<file path="src/rtl/sdram_seq_pkg.sv">
package sdram_seq_pkg;
  localparam int BA_W        = 2;
  localparam int A_W         = 13;
  localparam int COL_W_SMALL = 10;
  localparam int COL_W_BIG   = 11;
  localparam int ROW_W_MID   = 12;
  localparam int ROW_W_BIG   = 13;
  localparam int LIN_W       = COL_W_BIG + BA_W + ROW_W_BIG;
  localparam int AP_BIT      = 10;

  // Command encoding {cs_n, ras_n, cas_n, we_n}
  typedef enum logic [3:0] {
    CMD_NOP = 4'b0111,
    CMD_ACT = 4'b0011,
    CMD_RD  = 4'b0101,
    CMD_WR  = 4'b0100,
    CMD_PRE = 4'b0010
  } cmd_e;

  typedef enum logic [1:0] {
    ST_IDLE,
    ST_RCD,
    ST_BURST,
    ST_RP
  } seq_st_e;
endpackage

</file>
<file path="src/rtl/sdram_addr_map.sv">
module sdram_addr_map
  import sdram_seq_pkg::*;
(
  input  logic [LIN_W-1:0] lin_addr,
  input  logic [1:0]       geo,
  output logic [BA_W-1:0]  bank,
  output logic [A_W-1:0]   row_pins,
  output logic [A_W-1:0]   col_pins
);
  logic [COL_W_BIG-1:0] col;
  logic [ROW_W_BIG-1:0] row;
  logic                 wide_col;
  logic                 tall_row;

  always_comb begin
    wide_col = (geo != 2'd0);
    tall_row = geo[1];
    if (!wide_col) begin
      col  = COL_W_BIG'(lin_addr[COL_W_SMALL-1:0]);
      bank = lin_addr[COL_W_SMALL +: BA_W];
      row  = ROW_W_BIG'(lin_addr[COL_W_SMALL+BA_W +: ROW_W_MID]);
    end else begin
      col  = lin_addr[COL_W_BIG-1:0];
      bank = lin_addr[COL_W_BIG +: BA_W];
      if (tall_row) row = lin_addr[COL_W_BIG+BA_W +: ROW_W_BIG];
      else          row = ROW_W_BIG'(lin_addr[COL_W_BIG+BA_W +: ROW_W_MID]);
    end
    row_pins = A_W'(row);
    // column skips the auto-precharge pin
    col_pins = '0;
    col_pins[AP_BIT-1:0] = col[AP_BIT-1:0];
    col_pins[AP_BIT+1]   = col[AP_BIT];
  end
endmodule

</file>
<file path="src/rtl/sdram_seq_fsm.sv">
module sdram_seq_fsm
  import sdram_seq_pkg::*;
#(
  parameter int T_RCD   = 3,
  parameter int T_BURST = 4,
  parameter int T_RP    = 3
) (
  input  logic clk,
  input  logic rst_n,
  input  logic req_valid,
  input  logic req_write,
  output logic ready,
  output logic accept,
  output cmd_e cmd_next
);
  localparam int T_MAX = (T_RCD > T_BURST) ? ((T_RCD > T_RP) ? T_RCD : T_RP)
                                           : ((T_BURST > T_RP) ? T_BURST : T_RP);
  localparam int CNT_W = $clog2(T_MAX + 1);

  seq_st_e          st_q, st_d;
  logic [CNT_W-1:0] cnt_q, cnt_d;
  logic             wr_q, wr_d;
  logic             rdy_q, rdy_d;

  always_comb begin
    st_d     = st_q;
    cnt_d    = cnt_q;
    wr_d     = wr_q;
    cmd_next = CMD_NOP;
    accept   = 1'b0;
    case (st_q)
      ST_IDLE: begin
        if (req_valid && rdy_q) begin
          accept   = 1'b1;
          st_d     = ST_RCD;
          cnt_d    = CNT_W'(T_RCD - 1);
          wr_d     = req_write;
          cmd_next = CMD_ACT;
        end
      end
      ST_RCD: begin
        if (cnt_q == '0) begin
          st_d     = ST_BURST;
          cnt_d    = CNT_W'(T_BURST - 1);
          cmd_next = wr_q ? CMD_WR : CMD_RD;
        end else begin
          cnt_d = cnt_q - 1'b1;
        end
      end
      ST_BURST: begin
        if (cnt_q == '0) begin
          st_d     = ST_RP;
          cnt_d    = CNT_W'(T_RP - 1);
          cmd_next = CMD_PRE;
        end else begin
          cnt_d = cnt_q - 1'b1;
        end
      end
      default: begin
        if (cnt_q == '0) st_d = ST_IDLE;
        else             cnt_d = cnt_q - 1'b1;
      end
    endcase
    rdy_d = (st_d == ST_IDLE);
  end

  always_ff @(posedge clk or negedge rst_n) begin
    if (!rst_n) begin
      st_q  <= ST_IDLE;
      cnt_q <= '0;
      wr_q  <= 1'b0;
      rdy_q <= 1'b0;
    end else begin
      st_q  <= st_d;
      cnt_q <= cnt_d;
      wr_q  <= wr_d;
      rdy_q <= rdy_d;
    end
  end

  assign ready = rdy_q;
endmodule

</file>
<file path="src/rtl/sdram_access_seq.sv">
module sdram_access_seq
  import sdram_seq_pkg::*;
#(
  parameter int T_RCD   = 3,
  parameter int T_BURST = 4,
  parameter int T_RP    = 3
) (
  input  logic             clk,
  input  logic             rst_n,
  input  logic             req_valid,
  output logic             req_ready,
  input  logic             req_write,
  input  logic [LIN_W-1:0] req_addr,
  input  logic [1:0]       req_geo,
  output logic             cs_n,
  output logic             ras_n,
  output logic             cas_n,
  output logic             we_n,
  output logic [BA_W-1:0]  ba,
  output logic [A_W-1:0]   a
);
  logic [1:0]      rst_sync_q;
  logic            rst_int_n;
  logic [BA_W-1:0] map_bank;
  logic [A_W-1:0]  map_row;
  logic [A_W-1:0]  map_col;
  logic            accept;
  cmd_e            cmd_next;
  logic [BA_W-1:0] bank_q;
  logic [A_W-1:0]  col_q;
  cmd_e            cmd_q;
  logic [BA_W-1:0] ba_q, ba_d;
  logic [A_W-1:0]  a_q, a_d;

  always_ff @(posedge clk or negedge rst_n) begin
    if (!rst_n) rst_sync_q <= 2'b00;
    else        rst_sync_q <= {rst_sync_q[0], 1'b1};
  end
  assign rst_int_n = rst_sync_q[1];

  sdram_addr_map u_map (
    .lin_addr (req_addr),
    .geo      (req_geo),
    .bank     (map_bank),
    .row_pins (map_row),
    .col_pins (map_col)
  );

  sdram_seq_fsm #(
    .T_RCD   (T_RCD),
    .T_BURST (T_BURST),
    .T_RP    (T_RP)
  ) u_fsm (
    .clk       (clk),
    .rst_n     (rst_int_n),
    .req_valid (req_valid),
    .req_write (req_write),
    .ready     (req_ready),
    .accept    (accept),
    .cmd_next  (cmd_next)
  );

  // request capture, enabled on acceptance only
  always_ff @(posedge clk or negedge rst_int_n) begin
    if (!rst_int_n) begin
      bank_q <= '0;
      col_q  <= '0;
    end else if (accept) begin
      bank_q <= map_bank;
      col_q  <= map_col;
    end
  end

  always_comb begin
    ba_d = '0;
    a_d  = '0;
    case (cmd_next)
      CMD_ACT: begin
        ba_d = map_bank;
        a_d  = map_row;
      end
      CMD_RD, CMD_WR: begin
        ba_d = bank_q;
        a_d  = col_q;
      end
      CMD_PRE: ba_d = bank_q;
      default: ;
    endcase
  end

  always_ff @(posedge clk or negedge rst_int_n) begin
    if (!rst_int_n) begin
      cmd_q <= CMD_NOP;
      ba_q  <= '0;
      a_q   <= '0;
    end else begin
      cmd_q <= cmd_next;
      ba_q  <= ba_d;
      a_q   <= a_d;
    end
  end

  assign {cs_n, ras_n, cas_n, we_n} = cmd_q;
  assign ba = ba_q;
  assign a  = a_q;
endmodule

</file>
<file path="config.mk">
export PLATFORM = sky130hd
export DESIGN_NAME = sdram_access_seq
export DESIGN_NICKNAME = d
export VERILOG_FILES = /design/src/rtl/sdram_seq_pkg.sv /design/src/rtl/sdram_addr_map.sv /design/src/rtl/sdram_seq_fsm.sv /design/src/rtl/sdram_access_seq.sv
export SDC_FILE = /design/constraint.sdc
export NUM_CORES = 1
export LEC_CHECK = 0
export BUFFER_PORTS_ARGS = -buffer_cell sky130_fd_sc_hd__buf_4
export CORE_UTILIZATION = 55
export DETAILED_ROUTE_END_ITERATION = 8
export MAX_ROUTING_LAYER = met4
export PLACE_DENSITY_LB_ADDON = 0.15
export SYNTH_ARGS = -nofsm -noshare
export SYNTH_HDL_FRONTEND = slang
export SYNTH_SLANG_ARGS = --single-unit
</file>
<file path="constraint.sdc">
create_clock -name clk -period 2.1 [get_ports clk]
set_clock_uncertainty 0.1 [all_clocks]
set_input_delay 0.315 -clock clk [delete_from_list [all_inputs] [get_ports clk]]
set_output_delay 0.315 -clock clk [all_outputs]
set_load 0.05 [all_outputs]
</file>
==> qor.yml, run 1 <==
sta:
  setup_violations: 0
  tns_ns: 0
  min_period_over_period_pct: 78.2
  worstMarginPinSlew_ns: 0.505
  hold_violations: 0
  max_freq_ghz: 0.609
  slew_headroom_pct: 66.3
  period_minus_slack_ns: 1.64
  slew_violations: 0
  grt_setup_unrepaired: "false"
  whs_ns: 0.0447
power_and_ir_drop:
  p_leak_nw: 1.12
  worst_ir_drop_vdd_uv: 789
  power_density_nw_per_um2: 1260
layout:
  diodes: 0
  area_growth_pct: 24.5
  final_nets: 242
  drive_gt1_share_pct: 34.0
  nFillCells: 245
route:
  drcViolationCount: 0
  post_drt_wl_per_cell_um: 14.7
  routed_wirelength_mm: 3.73
  first_iter_violations: 44
  route.antenna.remaining_nets: 0
  dr.pass1.iters: 4
  vias: 1303
  vias_per_cell: 5.15
grt:
  use_met2_pct: 39.2
  gr-max-usage-layer: "met2"
  grt_max_degree: 39
  grt_use_total_pct: 24.4
  antenna_found_initial: 0
  gr-usage-met3_pct: 6.28
  use_met1_pct: 30.1
  grt-ovfl-total: 0
  grt_pass1_wl_mm: 6.07
  grt_pass1_vias: 1347
setup_path:
  end_kind: "register"
  r2r_cells: 3
  crit_required_ns: 2.22
  crit_fanout: 31
  crit_path_start_kind: "register"
  crit-reg2reg-launch: "u_fsm.st_q[1]"
  path_cells: "nand4bb_4, nand2_1, o21ai_1"
  rrSetupSlack_ns: 0.46
  worst_ep_arrival_time_ns: 1.76
  max_stage_delay_ns: 0.60
  cp-startpoint: "u_fsm.st_q[1]"
  r2r_end: "bank_q[1]"
  crit_slowest_cell: "nand4bb_4"
  path_class: "register to register"
synth:
  synth.most_common_cell: "nand2_1"
  synthArstFlopShare_pct: 100
  synth_top_area_share_pct: 50.4
  synth_edf_count: 0
  synth.area.top_cells: "dfrtp_1 50%, nand2_1 8.4%, mux2i_1 7.6%"
  synthTopCellsByCount: "41 x nand2_1, 37 x dfrtp_1, 14 x mux2i_1, 10 x o2bb2ai_1"
  synth_cells: 158
  synth_nets: 192
  synthFlopType: "dfrtp_1"
  ys_seq_elements: 40
  ys_seq_area_share_pct: 54.7
  yosysTopAreaCell: "dfrtp_1"
  syn-cell-area_um2: 1840
  yosys_warnings: 0
  avgSynthCellArea_um2: 11.6
  synth_cell_types: 35
placement:
  gp_congestion: 0.794
  portBuffers: 50
  dp_hpwl_mm: 2.70
clock_tree:
  cts_buffer_depth: 2
  cts_resized: 0
  cts_tree: "built"
  clk_pin_slew_ns: 0.12
  cts_buffers: 5
  htree_levels: 2
  clock-root-buffer: "clkbuf_4"
  insertion_delay_ns: 0.35
  cts.sinks: 40
floorplan:
  start_util_pct: 59.2
  dieWidth_um: 59.8
  die_area_um2: 3580
  die_y_um: 59.8
  core_um2: 3100
  io_pins: 52
  std_cell_rows: 20
run_status:
  run_status: "completed"
min_path:
  hp-class: "input pin to register"
  holdPathStages: 3
  hold_start: "req_write"
  min_delay_worst_endpoint: "u_fsm.wr_q"
flow_run:
  maxCapViolations: 0
## through the flow
step / util [%] / instances / instance area (µm²) / power (mW) / setup WS [ns]
2_1_floorplan: - / 158 / 1840 / 2.02 / 0.644
5_1_grt: 73.8 / 253 / 2290 / 3.06 / 0.322
6_report: 73.8 / 253 / 2290 / 2.87 / 0.459
3_3_place_gp: 70.2 / 244 / 2180 / 2.20 / 0.550
3_5_place_dp: 70.2 / 244 / 2180 / 2.27 / 0.511
4_1_cts: 73.8 / 253 / 2290 / 2.89 / 0.487
## worst max-delay path: cells and delay by family (launching register included)
family / cells / cell delay, ns
compound gates: 1 / 0.09
simple gates: 2 / 0.80
flops: 1 / 0.54
## where the power goes
| group | switching [mW] | total (mW) | internal [mW] |
|---|---|---|---|
| Clock | 0.246 | 0.618 | 0.372 |
| Sequential | 0.194 | 1.21 | 1.02 |
| Combinational | 0.632 | 1.04 | 0.409 |
| Total | 1.07 | 2.87 | 1.80 |
## metal layers
layer  wire, µm  share of wire [%]
met1       1620                 43
met3        202                5.4
met5          0                  0
met4         51                1.4
met2       1850                 50
## what timing repair did
action	in CTS	in global routing
setup buffers	0	0
hold buffers	1	0
setup endpoints to repair	0	0
endpoints found under the hold margin	2	0
## cell type report
class | count | area [µm²] | area share [%]
flip-flops and latches | 40 | 1000 | 43.9
multi-input cells | 105 | 719 | 31.4
repair buffers | 52 | 393 | 17.2
clock inverters | 2 | 60.1 | 2.62
well taps | 44 | 55.1 | 2.41
clock buffers | 6 | 41.3 | 1.80
inverters | 4 | 15.0 | 0.656
## flip-flops by register name, indices dropped and copies added (netlist names), 2 cells and up
| register | cells |
|---|---|
| ba | 2 |
| u_fsm.st_q | 2 |
| bank_q | 2 |
| rst_sync_q | 2 |
| cmd_q | 3 |
| col_q | 11 |
| u_fsm.cnt_q | 3 |
| a | 13 |
## cells in the final DEF (no fill, tap or decap), types with 4 or more instances in the layout
master	netlist	routed
clkbuf_4	0	5
inv_1	4	4
nand2_1	41	41
buf_4	3	51
mux2i_1	14	14
dfrtp_1	37	37
o21ai_0	5	5
o2bb2ai_1	10	10
## worst max path at each step
stage,endpoint,cells past startpoint
floorplan,u_fsm.cnt_q[0],2
global placement,col_q[11],3
detailed placement,bank_q[1],3
CTS,a[11],2
global route,bank_q[1],3
finish,bank_q[1],3
## kinds of logic after synthesis
logic type                 count (synthesis)  share of synthesized area [%]
adders and majority gates                  2                           1.36
buffers and inverters                     13                           6.19
and+or+nand+nor                           56                           15.7
other                                      2                          0.409
muxes                                     14                           7.62
AOI/OAI and AO/OA                         31                           14.0
DFF                                       40                           54.7
Note: power is estimated with default switching activity, not from simulation.
==> run 2, diff against run 1 <==
--- a/config.mk
+++ b/config.mk
@@ -6,7 +6,7 @@
 export NUM_CORES = 1
 export LEC_CHECK = 0
 export BUFFER_PORTS_ARGS = -buffer_cell sky130_fd_sc_hd__buf_4
-export CORE_UTILIZATION = 55
+export CORE_UTILIZATION = 46
 export DETAILED_ROUTE_END_ITERATION = 8
 export MAX_ROUTING_LAYER = met4
 export PLACE_DENSITY_LB_ADDON = 0.15
==> constraint.sdc (replaced) <==
create_clock -name clk -period 1.5 [get_ports clk]
set_clock_uncertainty 0.1 [all_clocks]
set_input_delay 0.225 -clock clk [delete_from_list [all_inputs] [get_ports clk]]
set_output_delay 0.225 -clock clk [all_outputs]
set_load 0.05 [all_outputs]
==> run 2 against run 1 <==
  * Non-clock buffer count grew 8
  * Cell area increased by 4.2%
  * Critical path depth is 3 higher
  * Sequential power grew 39%
  * Total power increased by 39%
  * Register-to-register slack lost 0.36 ns
  * Largest cell class unchanged
  * Worst setup slack worse by 0.36 ns
  * Sequential share of layout area shrank 1.8 points
  * Via count up 4.3%
==> qor.yml, run 2 (synthesized netlist as in run 1, its figures left out) <==
sta:
  period_minus_slack_ns: 1.40
  setup_slack_ns: 0.100
  tns_ns: 0
  setup_violations: 0
  hold_violations: 0
  max_freq_ghz: 0.714
  grt_setup_unrepaired: "false"
  min_period_over_period_pct: 93.3
  slew_violations: 0
setup_path:
  path_class: "register to register"
  cp-startpoint: "u_fsm.cnt_q[1]"
  crit_required_ns: 1.61
  crit_path_start_kind: "register"
  crit-reg2reg-launch: "u_fsm.cnt_q[1]"
  max_stage_delay_ns: 0.39
  end_kind: "register"
  path_buf_inv: 2
  crit_fanout: 12
  path_cells: "inv_1, ha_4, nand3b_2, nor2_4, buf_12, o2bb2ai_1"
  worst_ep_arrival_time_ns: 1.51
  crit_family: "flip-flops"
  crit_slowest_cell: "dfrtp_1"
floorplan:
  dieWidth_um: 65.2
  die_y_um: 65.2
  core_um2: 3740
  start_util_pct: 49.1
  io_pins: 52
  std_cell_rows: 22
  die_area_um2: 4250
clock_tree:
  cts.sinks: 40
  clock-root-buffer: "clkbuf_8"
  cts_tree: "built"
  cts_buffer_depth: 2
  htree_levels: 2
  insertion_delay_ns: 0.28
  cts_buffers: 5
  clk_pin_slew_ns: 0.08
route:
  vias_per_cell: 5.13
  route.antenna.remaining_nets: 0
  vias: 1359
  first_iter_violations: 77
  routed_wirelength_mm: 3.77
  post_drt_wl_per_cell_um: 14.2
  drcViolationCount: 0
  dr.pass1.iters: 4
min_path:
  hold_start: "req_addr[9]"
  hp-class: "input pin to register"
grt:
  grt_use_total_pct: 20.1
  grt_pass1_vias: 1425
  grt_pass1_wl_mm: 6.19
  antenna_found_initial: 0
  grt_max_degree: 39
  grt-ovfl-total: 0
placement:
  gp_congestion: 0.753
  dp_hpwl_mm: 2.78
  portBuffers: 50
  detailedPlace.worstSlack_ns: 0.0157
  placed_cells: 255
  placed_area_um2: 2260
layout:
  area_growth_pct: 29.7
  final_nets: 250
  drive_gt1_share_pct: 36.4
  final_area_um2: 2380
  layout_commonest_cell: "buf_4"
  nFillCells: 336
  layout.cells.non_filler: 265
  final_util_pct: 63.7
  largest_reg_flops: 13
  mostFrequentLayoutCells: "56 x buf_4, 41 x nand2_1, 37 x dfrtp_1"
  diodes: 0
power_and_ir_drop:
  power_density_nw_per_um2: 1680
  worst_ir_drop_vdd_uv: 903
  p_leak_nw: 1.16
flow_run:
  maxCapViolations: 0
run_status:
  run_status: "completed"
[run 2: changes by cell type in the layout (fill, tap and decap cells not counted)]
cell / previous run / this run
buf_4: 51 / 56
clkbuf_4: 5 / 0
clkbuf_8: 0 / 5
buf_12: 0 / 3
bufinv_16: 2 / 0
clkbuf_1: 1 / 2
clkinv_2: 0 / 1
ha_1: 2 / 1
ha_4: 0 / 1
[run 2: layout make-up]
cell class | instances | area [µm²] | share of cell area (%)
clock inverters | 1 | 5.00 | 0.210
clock buffers | 7 | 76.3 | 3.20
inverters | 4 | 15.0 | 0.630
multi-input cells | 105 | 732 | 30.7
flip-flops and latches | 40 | 1000 | 42.2
well taps | 48 | 60.1 | 2.52
repair buffers | 60 | 490 | 20.6
[run 2: final timing paths]
check	to	slack, ns	cells after the start
max in group asynchronous	cmd_q[1]	0.74	1
min	col_q[9]	0.02	3
min in group asynchronous	rst_sync_q[0]	0.16	2
max reg2reg	a[3]	0.10	6
max	a[3]	0.10	6
min reg2reg	ba[1]	0.20	1
[run 2: per-stage QoR]
step | hold slack (ns) | power (mW)
after floorplan | -0.171 | 2.83
after global placement | -0.0928 | 3.19
after detailed placement | -0.0910 | 3.28
after CTS | 0.0133 | 3.96
after global routing | 0.0217 | 4.24
final | 0.0206 | 4.01
[run 2: what timing repair did]
item	CTS	global route
hold endpoints to repair	2	0
gates resized for setup	0	2
hold buffers	1	0
setup buffers	0	1
endpoints found under the setup margin	0	14
[run 2: power breakdown]
group | switching, mW | leakage, nW | total, mW | internal, mW
logic | 0.943 | 0.606 | 1.65 | 0.703
clock network | 0.352 | 0.0422 | 0.678 | 0.326
registers | 0.250 | 0.510 | 1.68 | 1.43
total | 1.55 | 1.16 | 4.01 | 2.46
[run 2: layer usage]
layer	track usage [%]	routed length [µm]	share of wire, %	vias to the layer above
met4	8.15	40	1.1	0
met5	-	0	0	-
li1	-	-	-	655
met3	3.82	189	5.0	4
met2	35.4	1940	51	38
met1	22.3	1600	42	662
[run 2: tightest hold or removal path, delay by kind of cell]
family | cells | cell delay, ns
simple gates | 2 | 0.08
buf+inv | 1 | 0.07
==> run 3, diff against run 2 <==
--- a/config.mk
+++ b/config.mk
@@ -9,7 +9,7 @@
 export CORE_UTILIZATION = 46
 export DETAILED_ROUTE_END_ITERATION = 8
 export MAX_ROUTING_LAYER = met4
-export PLACE_DENSITY_LB_ADDON = 0.15
+export PLACE_DENSITY = 0.78
 export SYNTH_ARGS = -nofsm -noshare
 export SYNTH_HDL_FRONTEND = slang
 export SYNTH_SLANG_ARGS = --single-unit
==> run 3 against run 2 <==
  * Worst setup slack got worse by 0.029 ns
  * Sequential cell count unchanged
  * Cell count fell by 0.38%
  * Die area unchanged
  * Clock power increased by 24%
  * Sequential power is essentially flat
==> qor.yml, run 3 (synthesized netlist as in run 1, its figures left out) <==
run_status:
  run_status: "completed"
power_and_ir_drop:
  design_power_total_mw: 4.13
  worst_ir_drop_vdd_uv: 857
  power_density_nw_per_um2: 1720
  swShare_pct: 36.7
  p_seq_share_pct: 40.2
  p_switching_mw: 1.51
  p_leak_nw: 1.17
  p_comb_share_pct: 39.4
  clkPwrFrac_pct: 20.4
  p_int_mw: 2.61
layout:
  layout_commonest_cell: "buf_4"
  layout.cells.non_filler: 264
  final_nets: 249
  drive_gt1_share_pct: 37.0
  mostFrequentLayoutCells: "55 x buf_4, 41 x nand2_1, 37 x dfrtp_1"
  area_growth_pct: 30.4
  diodes: 0
  largest_reg_flops: 13
setup_path:
  crit_family: "flip-flops"
  path_buf_inv: 2
  crit_slowest_cell: "dfrtp_1"
  path_class: "register to register"
  worst_ep_arrival_time_ns: 1.54
  path_cells: "inv_1, ha_2, nand3b_2, nor2_4, buf_12, o2bb2ai_1"
  crit_required_ns: 1.61
  end_kind: "register"
  crit_path_start_kind: "register"
  max_stage_delay_ns: 0.37
  crit_fanout: 12
route:
  route.met3.wl_um: 163
  drcViolationCount: 0
  first_iter_violations: 57
  routed_wirelength_mm: 3.46
  post_drt_wl_per_cell_um: 13.1
  routed.top_layer: "met4"
  vias: 1332
  dr.pass1.iters: 4
  wl_met2_mm: 1.63
  wirelength_met1_mm: 1.59
  vias_per_cell: 5.05
  route.antenna.remaining_nets: 0
placement:
  dp_hpwl_mm: 2.55
  portBuffers: 50
  gp_congestion: 0.827
  placed_cells: 254
  detailedPlace.worstSlack_ns: 0.0257
sta:
  min_period_over_period_pct: 95.3
  period_minus_slack_ns: 1.43
  tns_ns: 0
  hold_violations: 0
  setup_violations: 0
  setup_slack_ns: 0.0710
  max_freq_ghz: 0.700
  whs_ns: 0.0212
  grt_setup_unrepaired: "false"
  slew_violations: 0
floorplan:
  io_pins: 52
  die_y_um: 65.2
  std_cell_rows: 22
  die_area_um2: 4250
  dieWidth_um: 65.2
  start_util_pct: 49.1
  core_um2: 3740
grt:
  grt_use_total_pct: 18.9
  grt_pass1_wl_mm: 5.84
  grt_pass1_vias: 1291
  grt-ovfl-total: 0
  antenna_found_initial: 0
  grt_max_degree: 39
clock_tree:
  insertion_delay_ns: 0.29
  cts_buffer_depth: 2
  clk_pin_slew_ns: 0.07
  htree_levels: 2
  cts.sinks: 40
  clock-root-buffer: "clkbuf_8"
  cts_tree: "built"
  cts_buffers: 5
min_path:
  hp-class: "input pin to register"
flow_run:
  maxCapViolations: 0
## run 3: cell type report
| type | instances | area, µm² |
|---|---|---|
| multi-input combinational | 105 | 727 |
| timing repair buffer | 59 | 483 |
| sequential | 40 | 1000 |
| clock buffer | 6 | 72.6 |
| inverter | 4 | 15.0 |
| tap | 48 | 60.1 |
| fill | 304 | 1350 |
| clock inverter | 2 | 35.0 |
## run 3: final timing paths
kind / cells past startpoint / slack [ns] / to / from
min in group asynchronous: 2 / 0.14 / rst_sync_q[1] / rst_n
hold / removal: 3 / 0.02 / col_q[4] / req_addr[4]
hold reg to reg: 1 / 0.17 / ba[1] / rst_sync_q[1]
setup reg to reg: 6 / 0.07 / a[8] / u_fsm.cnt_q[1]
setup / recovery: 6 / 0.07 / a[8] / u_fsm.cnt_q[1]
max in group asynchronous: 1 / 0.77 / cmd_q[1] / rst_sync_q[1]
## run 3: through the flow
| step | util [%] | cell area, µm² |
|---|---|---|
| after floorplan | - | 1840 |
| after global placement | 60.2 | 2250 |
| after detailed placement | 60.2 | 2250 |
| after CTS | 63.3 | 2370 |
| after global routing | 64.0 | 2400 |
| final | 64.0 | 2400 |
## run 3: power by group through the flow
stage / Clock (mW) / Sequential [mW] / Combinational, mW
after CTS: 0.866 / 1.66 / 1.58
after global placement: 0 / 1.67 / 1.54
after floorplan: 0 / 1.96 / 0.869
after detailed placement: 0 / 1.68 / 1.57
after global routing: 0.923 / 1.70 / 1.77
final: 0.842 / 1.66 / 1.63
## run 3: worst reg2reg max path, cell delays in order, from the launching register on
cell and delay, ns:
dfrtp_1 0.37, inv_1 0.09, ha_2 0.23, nand3b_2 0.13, nor2_4 0.16, buf_12 0.14
o2bb2ai_1 0.13
## run 3: metal layers
metal  up-vias  track usage, %
met4         0            9.78
li1        656               -
met1       629            24.5
met2        39            28.7
met3         8            3.13
met5         -               -
## run 3: what timing repair did
action | CTS | global route
hold endpoints to repair | 2 | 0
endpoints found under the setup margin | 0 | 12
setup buffers | 0 | 1
resized for setup | 0 | 2
hold buffers | 1 | 0
